`src/rtl/xsr_pkg.sv`:
```
`timescale 1ns/1ps
package xsr_pkg;
  // Edge events of the synchronised external data clock.
  typedef struct packed {
    logic rise;
    logic fall;
  } clk_edge_t;
endpackage

```
`src/rtl/xsr_edge_detect.sv`:
```
`timescale 1ns/1ps
// Brings an asynchronous clock into the system domain and reports its edges.
module xsr_edge_detect #(
  parameter int STAGES = 2
) (
  input  logic                clk,
  input  logic                rst,
  input  logic                async_in,
  output xsr_pkg::clk_edge_t  edge_o
);
  localparam int TOP = STAGES - 1;

  logic [STAGES-1:0] sync_q;
  logic              prev_q;

  generate
    if (STAGES == 1) begin : g_one
      always_ff @(posedge clk) begin
        if (rst) sync_q <= '0;
        else     sync_q <= async_in;
      end
    end else begin : g_many
      always_ff @(posedge clk) begin
        if (rst) sync_q <= '0;
        else     sync_q <= {sync_q[STAGES-2:0], async_in};
      end
    end
  endgenerate

  always_ff @(posedge clk) begin
    if (rst) prev_q <= 1'b0;
    else     prev_q <= sync_q[TOP];
  end

  assign edge_o.rise = sync_q[TOP] & ~prev_q;
  assign edge_o.fall = ~sync_q[TOP] & prev_q;
endmodule

```
`src/rtl/xsr_phase_ctl.sv`:
```
`timescale 1ns/1ps
// Counts accepted edges and decides whether a data bit or a tag bit goes out.
module xsr_phase_ctl #(
  parameter int DW = 16
) (
  input  logic               clk,
  input  logic               rst,
  input  logic               load,
  input  logic               rd_en,
  input  xsr_pkg::clk_edge_t edge_i,
  output logic               rise_act,
  output logic               fall_data,
  output logic               tag_sel
);
  localparam int CW = $clog2(DW + 2);
  localparam logic [CW-1:0] DATA_N = CW'(DW);
  localparam logic [CW-1:0] RISE_N = CW'(DW + 1);

  logic [CW-1:0] rise_cnt;
  logic [CW-1:0] fall_cnt;
  logic          fall_act;

  assign rise_act  = edge_i.rise & rd_en & ~load;
  assign fall_act  = edge_i.fall & rd_en & ~load;
  assign fall_data = fall_act & (fall_cnt < DATA_N);
  assign tag_sel   = rise_act & (rise_cnt >= DATA_N);

  always_ff @(posedge clk) begin
    if (rst || load) begin
      rise_cnt <= '0;
      fall_cnt <= '0;
    end else begin
      if (rise_act && rise_cnt < RISE_N) rise_cnt <= rise_cnt + 1'b1;
      if (fall_data)                     fall_cnt <= fall_cnt + 1'b1;
    end
  end

  // the data bit position never runs past the word length
  p_fall_bound_r4: assert property (@(posedge clk) disable iff (rst)
    fall_cnt <= DATA_N);
  // the rising edge count saturates once the tag stream has begun
  p_rise_bound_r5: assert property (@(posedge clk) disable iff (rst)
    rise_cnt <= RISE_N);
  // no bit position moves while reading is not allowed
  p_hold_pos_r6: assert property (@(posedge clk) disable iff (rst)
    (!rd_en && !load) |=> ($stable(rise_cnt) && $stable(fall_cnt)));
endmodule

```
`src/rtl/xsr_data_shift.sv`:
```
`timescale 1ns/1ps
// Holds the result word and moves it one place per data-phase falling edge.
module xsr_data_shift #(
  parameter int DW = 16
) (
  input  logic          clk,
  input  logic          rst,
  input  logic          load,
  input  logic [DW-1:0] word,
  input  logic          shift,
  output logic          head
);
  logic [DW-1:0] sh_q;

  always_ff @(posedge clk) begin
    if (rst)        sh_q <= '0;
    else if (load)  sh_q <= word;
    else if (shift) sh_q <= {sh_q[DW-2:0], 1'b0};
  end

  assign head = sh_q[DW-1];

  // a load replaces the whole word
  p_reload_r7: assert property (@(posedge clk) disable iff (rst)
    load |=> (head == $past(word[DW-1])));
endmodule

```
`src/rtl/xsr_tag_line.sv`:
```
`timescale 1ns/1ps
// Delay line that samples the chain input on every accepted rising edge.
module xsr_tag_line #(
  parameter int DEPTH = 16
) (
  input  logic clk,
  input  logic rst,
  input  logic clear,
  input  logic shift,
  input  logic din,
  output logic head
);
  logic [DEPTH-1:0] tq;

  always_ff @(posedge clk) begin
    if (rst || clear) tq <= '0;
    else if (shift)   tq <= {tq[DEPTH-2:0], din};
  end

  assign head = tq[DEPTH-1];
endmodule

```
`src/rtl/chain_result_shifter.sv`:
```
`timescale 1ns/1ps
// Serial result output with external data clock and tag pass-through.
module chain_result_shifter #(
  parameter int DW          = 16,
  parameter int SYNC_STAGES = 2
) (
  input  logic          clk,
  input  logic          rst,
  input  logic          busy,
  input  logic [DW-1:0] result,
  input  logic          cs_n,
  input  logic          rd_cnv,
  input  logic          dclk_ext,
  input  logic          tag_in,
  output logic          sdo
);
  xsr_pkg::clk_edge_t dclk_edge;
  logic busy_q, load, rd_en;
  logic rise_act, fall_data, tag_sel;
  logic data_head, tag_head;

  always_ff @(posedge clk) begin
    if (rst) busy_q <= 1'b0;
    else     busy_q <= busy;
  end

  assign load  = busy & ~busy_q;
  assign rd_en = busy & ~cs_n & rd_cnv;

  xsr_edge_detect #(.STAGES(SYNC_STAGES)) u_edge (
    .clk(clk), .rst(rst), .async_in(dclk_ext), .edge_o(dclk_edge)
  );

  xsr_phase_ctl #(.DW(DW)) u_phase (
    .clk(clk), .rst(rst), .load(load), .rd_en(rd_en), .edge_i(dclk_edge),
    .rise_act(rise_act), .fall_data(fall_data), .tag_sel(tag_sel)
  );

  xsr_data_shift #(.DW(DW)) u_data (
    .clk(clk), .rst(rst), .load(load), .word(result), .shift(fall_data),
    .head(data_head)
  );

  xsr_tag_line #(.DEPTH(DW)) u_tag (
    .clk(clk), .rst(rst), .clear(load), .shift(rise_act), .din(tag_in),
    .head(tag_head)
  );

  always_ff @(posedge clk) begin
    if (rst)            sdo <= 1'b0;
    else if (load)      sdo <= result[DW-1];
    else if (fall_data) sdo <= data_head;
    else if (tag_sel)   sdo <= tag_head;
  end

  // a finished conversion shows its MSB on the next cycle
  p_load_msb_r2: assert property (@(posedge clk) disable iff (rst)
    load |=> (sdo == $past(result[DW-1])));
  // a data-phase falling edge presents the shifter head
  p_data_out_r3: assert property (@(posedge clk) disable iff (rst)
    fall_data |=> (sdo == $past(data_head)));
  // a tag-phase rising edge presents the oldest tag sample
  p_tag_out_r5: assert property (@(posedge clk) disable iff (rst)
    tag_sel |=> (sdo == $past(tag_head)));
  // output frozen while reading is not allowed
  p_ignore_r6: assert property (@(posedge clk) disable iff (rst)
    (!rd_en && !load) |=> $stable(sdo));
  // no event, no output change
  p_sdo_cause_r9: assert property (@(posedge clk) disable iff (rst)
    !(load || fall_data || tag_sel) |=> $stable(sdo));
endmodule

```
`config.mk`:
```
export PLATFORM = sky130hd
export DESIGN_NAME = chain_result_shifter
export DESIGN_NICKNAME = d
export VERILOG_FILES = /design/src/rtl/xsr_pkg.sv /design/src/rtl/xsr_edge_detect.sv /design/src/rtl/xsr_phase_ctl.sv /design/src/rtl/xsr_data_shift.sv /design/src/rtl/xsr_tag_line.sv /design/src/rtl/chain_result_shifter.sv
export SDC_FILE = /design/constraint.sdc
export NUM_CORES = 1
export LEC_CHECK = 0
export BUFFER_PORTS_ARGS = -buffer_cell sky130_fd_sc_hd__buf_2
export CORE_MARGIN = 4
export CORE_UTILIZATION = 35
export DETAILED_ROUTE_END_ITERATION = 8
export GPL_ROUTABILITY_DRIVEN = 0
export PLACE_DENSITY = 0.53
export RECOVER_POWER = 25
export SETUP_SLACK_MARGIN = 0.1
export SLEW_MARGIN = 20
export SYNTH_ARGS = -nofsm -noshare
export SYNTH_HDL_FRONTEND = slang
export SYNTH_SLANG_ARGS = --single-unit
```
`constraint.sdc`:
```
create_clock -name clk -period 1.9 [get_ports clk]
set_input_delay 0.285 -clock clk [delete_from_list [all_inputs] [get_ports clk]]
set_output_delay 0.285 -clock clk [all_outputs]
set_load 0.03 [all_outputs]
```
# Yosys cells after proc, flatten, opt, wreduce, memory -nomap -nowiden
# Index checks and enable logic that the tools add are counted.
[word_totals]
reg_bits = 47
output_inout_bits = 1
[op_classes]
add_sub_neg = 2
magnitude_cmp = 3
mux = 5
bitwise_logic = 16
n_reduce_logical = 4
[ops]
columns = ["operator", "count"]
rows = [
  ["16-bit two-way mux", 2],
  ["1-bit bitwise AND", 11],
  ["5-bit by 1-bit adder with 5-bit output, second input constant", 2],
  ["5-bit less-than comparator, second input constant", 2],
  ["5-bit greater-or-equal comparator, second input constant", 1],
  ["1-bit inverter", 5],
  ["1-bit two-way mux", 3],
  ["3-bit nonzero test", 1],
  ["2-bit nonzero test", 1],
  ["1-bit logical AND", 1],
  ["1-bit logical OR", 1],
]

# Depth between registers and ports, before layout
[logic_depth]
word_depth = 9
mapped_depth = 7

# Modules after synthesis
# Synthesis repeated with hierarchy kept, for this count alone.
[unflattened]
cells_unflattened = 194
area_unflattened_um2 = 2038.2
[by_module_without_submodules]
columns = ["module", "n_inst", "cells_each", "area_per_inst_um2", "seq_area_each_um2"]
rows = [
  ["xsr_data_shift", 1, 71, 764.5, 320.3],
  ["xsr_tag_line", 1, 53, 581.8, 320.3],
  ["xsr_phase_ctl", 1, 51, 495.5, 200.2],
  ["chain_result_shifter", 1, 11, 105.1, 40.0],
  ["xsr_edge_detect", 1, 8, 91.3, 60.1],
]

# Least setup slack after synthesis
# No wires, ideal clock.
[synth_path]
path_type = "register to register"
start = "register busy_q"
end = "register u_data.sh_q[10]"
setup_ns = 0.132
arrival_ns = 1.189
required_ns = 1.768
setup_slack_ns = 0.579
path_stages_with_launch = 8
path_buffers = 3
period_less_slack_ns = 1.321
path_cell_list = "dfxtp_1 > and4b_1 > buf_6 > and2_4 > buf_12 > buf_6 > a22oi_1 > a21oi_1"
[synth_via]
elab_chain_cells = 6
[synth_rtl]
columns = ["item", "line_no", "source"]
rows = [
  ["start: declaration", "chain_result_shifter.sv:18", "logic busy_q, load, rd_en;"],
  ["start signal: assignment", "chain_result_shifter.sv:24", "else busy_q <= busy;"],
  ["1-bit inverter (*)", "chain_result_shifter.sv:27", "assign load = busy & ~busy_q;"],
  ["1-bit bitwise AND (*)", "chain_result_shifter.sv:27", ""],
  ["1-bit inverter", "xsr_phase_ctl.sv:24", "assign fall_act = edge_i.fall & rd_en & ~load;"],
  ["1-bit bitwise AND", "xsr_phase_ctl.sv:24", ""],
  ["1-bit bitwise AND", "xsr_phase_ctl.sv:25", "assign fall_data = fall_act & (fall_cnt < DATA_N);"],
  ["2-bit nonzero test (no line)", "--", ""],
  ["end signal: assignment", "xsr_data_shift.sv:17", "else if (load) sh_q <= word;"],
  ["end signal: assignment", "xsr_data_shift.sv:18", "else if (shift) sh_q <= {sh_q[DW-2:0], 1'b0};"],
  ["end: declaration", "xsr_data_shift.sv:13", "logic [DW-1:0] sh_q;"],
]
# Mark *: on every way between the ends. The rest lies on a longest branch, timed or not.
# A chain may end at the register's enable or synchronous reset.

# Worst setup path in the final report
[layout_path]
start = "register busy_q"
end = "register u_data.sh_q[3]"
# Same word-level chain as after synthesis.

==> results.toml <==
[clocking]
clock_latency_ns = 0.29
ctsResizeCount = 0
cts.path.max_buffers = 2
cts_sinks = 47
cts_buffers = 5
root_buffer = "clkbuf_8"
cts_tree = "built"
postCtsSetupRepairBufs = 0
htree_levels = 2
hold_buffers = 0
clkTransAtPathRegs_ns = 0.08

[die]
fp.coreArea_sq_um = 5110
placementRows = 26
die_w_um = 80.8
initial_core_util = 0.363
ios = 24
dieArea_sq_um = 6530
dieHeight_um = 80.8

[yosys]
synth.distinct_cells = 31
synth_ff_type = "dfxtp_1"
synth-seq-cells = 47
syn_nets = 231
synth_top_area_frac = 0.507
synth_area_sq_um = 1850
syn_area_per_cell_sq_um = 9.00
netlist_instances = 206
synth.area.top_cells = "dfxtp_1 51%, nand2_1 9.5%, a21oi_1 8.4%"
yosysTopAreaCell = "dfxtp_1"
synth_warnings = 0
synth_common_cells = "47 x dfxtp_1, 47 x nand2_1, 31 x a21oi_1"
synth_edf_count = 0
synthArstFlopShare = 0
synth_seq_area_share = 0.507

[sta]
tightest_slew_ns = 0.988
period_needed_ns = 1.61
slew_headroom = 0.341
setup_viol_count_final = 0
slew_violations = 0
whs_ns = 0.195
clock_skew_ns = 0.00358
post-route-period-util = 0.845
max_freq_mhz = 623
fin_tns_setup_ns = 0
hold_violations = 0
rsz0062_at_grt = "no"

[pwr]
pwr-share-seq = 0.541
p_sw_frac = 0.215
p_sw_uw = 406
p_int_uw = 1480
p_clk_frac = 0.400
ir_drop_mv = 0.437
leakagePower_uw = 0.000749
power.density_nw_per_um2 = 899
combPwrFrac = 0.059

[routing]
viasPerCell = 4.76
drtAntennaViolNets = 0
drc_errors = 0
drt_first_pass_iters = 4
wl_um = 3580
drtIter0Drc = 75
detailroute.via_count = 1422
wl_per_cell_um = 12.0

[final_layout]
nFillCells = 532
syn2layout_area_growth_pct = 13.3
multi_input_area_sq_um = 802
seq_area_sq_um = 941
drive_above_1_share = 0.166
layout.nets = 253
diodes = 0

[placement]
dpl.hpwl_um = 2360
io_buffers = 23

[global_route]
grt_max_degree = 27
grt_pass1_vias = 1363
track_usage = 0.119
grt_pass1_wl_um = 6080
grt_overflow_total = 0
antenna_found_initial = 0

[run_status]
outcome = "completed"

[hold_path]
hold_depth = 2
hp-class = "input pin to flop"

[setup_path]
startpoint_type = "flop"
endpoint_kind = "flop"
cp_max_fo = 19
rr_worst_depth = 4
path_class = "flop to flop"
crit_required_ns = 2.04
arrival_ns = 1.74
r2r_slack_ns = 0.29

[job]
drv_cap = 0
-- critical path, stage by stage, from the launching register on --
cell and delay [ns]:
dfxtp_1 0.34, and4b_1 0.42, and2_4 0.37, mux2i_1 0.22
a211oi_1 0.09
-- layer usage --
| layer | part of all wire | track usage | routed length [um] |
|---|---|---|---|
| met1 | 0.52 | 0.156 | 1880 |
| met2 | 0.41 | 0.182 | 1480 |
| met3 | 0.048 | 0.0388 | 172 |
| met4 | 0.013 | 0.0456 | 48 |
| met5 | 0 | 0 | 0 |
-- metrics by stage --
| step | worst slack [ns] | util | cell area [sq um] | power [uW] | cells |
|---|---|---|---|---|---|
| 3_3_place_gp | 0.260 | 0.391 | 2000 | 1160 | 291 |
| 6_report | 0.295 | 0.411 | 2100 | 1890 | 299 |
| 3_5_place_dp | 0.221 | 0.391 | 2000 | 1160 | 291 |
| 2_1_floorplan | 0.579 | - | 1850 | 1110 | 206 |
| 4_1_cts | 0.299 | 0.414 | 2120 | 1930 | 299 |
| 5_1_grt | 0.141 | 0.411 | 2100 | 1970 | 299 |
-- registers in the layout, summed over array words and instances (netlist names) --
| signal | cells |
|---|---|
| u_data.sh_q | 16 |
| sdo | 1 |
| u_phase.fall_cnt | 5 |
| u_tag.tq | 16 |
| busy_q | 1 |
| u_phase.rise_cnt | 5 |
| u_edge.prev_q | 1 |
| u_edge.sync_q | 2 |
-- power by group through the flow --
| stage | Combinational (uW) | Clock, uW | Sequential [uW] |
|---|---|---|---|
| final | 111 | 756 | 1020 |
| after global routing | 124 | 823 | 1030 |
| after floorplan | 69.6 | 0 | 1040 |
| after global placement | 114 | 0 | 1040 |
| after CTS | 115 | 791 | 1020 |
| after detailed placement | 114 | 0 | 1050 |
-- cell type report --
cell class | instances | share of cell area
multi-input combinational | 145 | 0.382
clock inverter | 2 | 0.0167
tap | 70 | 0.0417
timing repair buffer | 29 | 0.0727
clock buffer | 6 | 0.0393
sequential | 47 | 0.448
-- worst paths after layout --
check                                    from                     endpoint
hold reg to reg   u_edge.sync_q[0]$_SDFF_PP0_  u_edge.sync_q[1]$_SDFF_PP0_
setup / recovery            busy_q$_SDFF_PP0_  u_data.sh_q[3]$_SDFFE_PP0P_
setup reg to reg            busy_q$_SDFF_PP0_  u_data.sh_q[3]$_SDFFE_PP0P_
hold / removal                       dclk_ext  u_edge.sync_q[0]$_SDFF_PP0_
-- layout by cell type, fill, tap and decap left out, types with 2 or more instances in the layout --
| cell type | Yosys | routed |
|---|---|---|
| nand2_1 | 47 | 47 |
| dfxtp_1 | 47 | 47 |
| a21oi_1 | 31 | 31 |
| buf_2 | 4 | 22 |
| a22oi_1 | 15 | 15 |
| nor2_1 | 12 | 12 |
| clkbuf_8 | 0 | 6 |
| xor2_1 | 5 | 5 |
| nor2b_1 | 5 | 5 |
| nand3_1 | 4 | 4 |
| buf_4 | 2 | 4 |
| mux2i_1 | 3 | 3 |
| nand4_1 | 3 | 3 |
| a211oi_1 | 2 | 2 |
| a41oi_1 | 2 | 2 |
| ha_1 | 2 | 2 |
| clkbuf_1 | 4 | 2 |
-- kinds of logic (layout without fill, tap and decap cells) --
| kind of cell | after synthesis | in the layout | synth area share |
|---|---|---|---|
| adders and majority gates | 2 | 2 | 0.0135 |
| xor gates and xnor gates | 6 | 6 | 0.0283 |
| AOI/OAI and AO/OA | 54 | 54 | 0.183 |
| and+or+nand+nor | 80 | 80 | 0.196 |
| buffers and inverters | 14 | 37 | 0.0560 |
| muxes | 3 | 3 | 0.0162 |
| DFF | 47 | 47 | 0.507 |
Power figures use the tool's default switching activity.
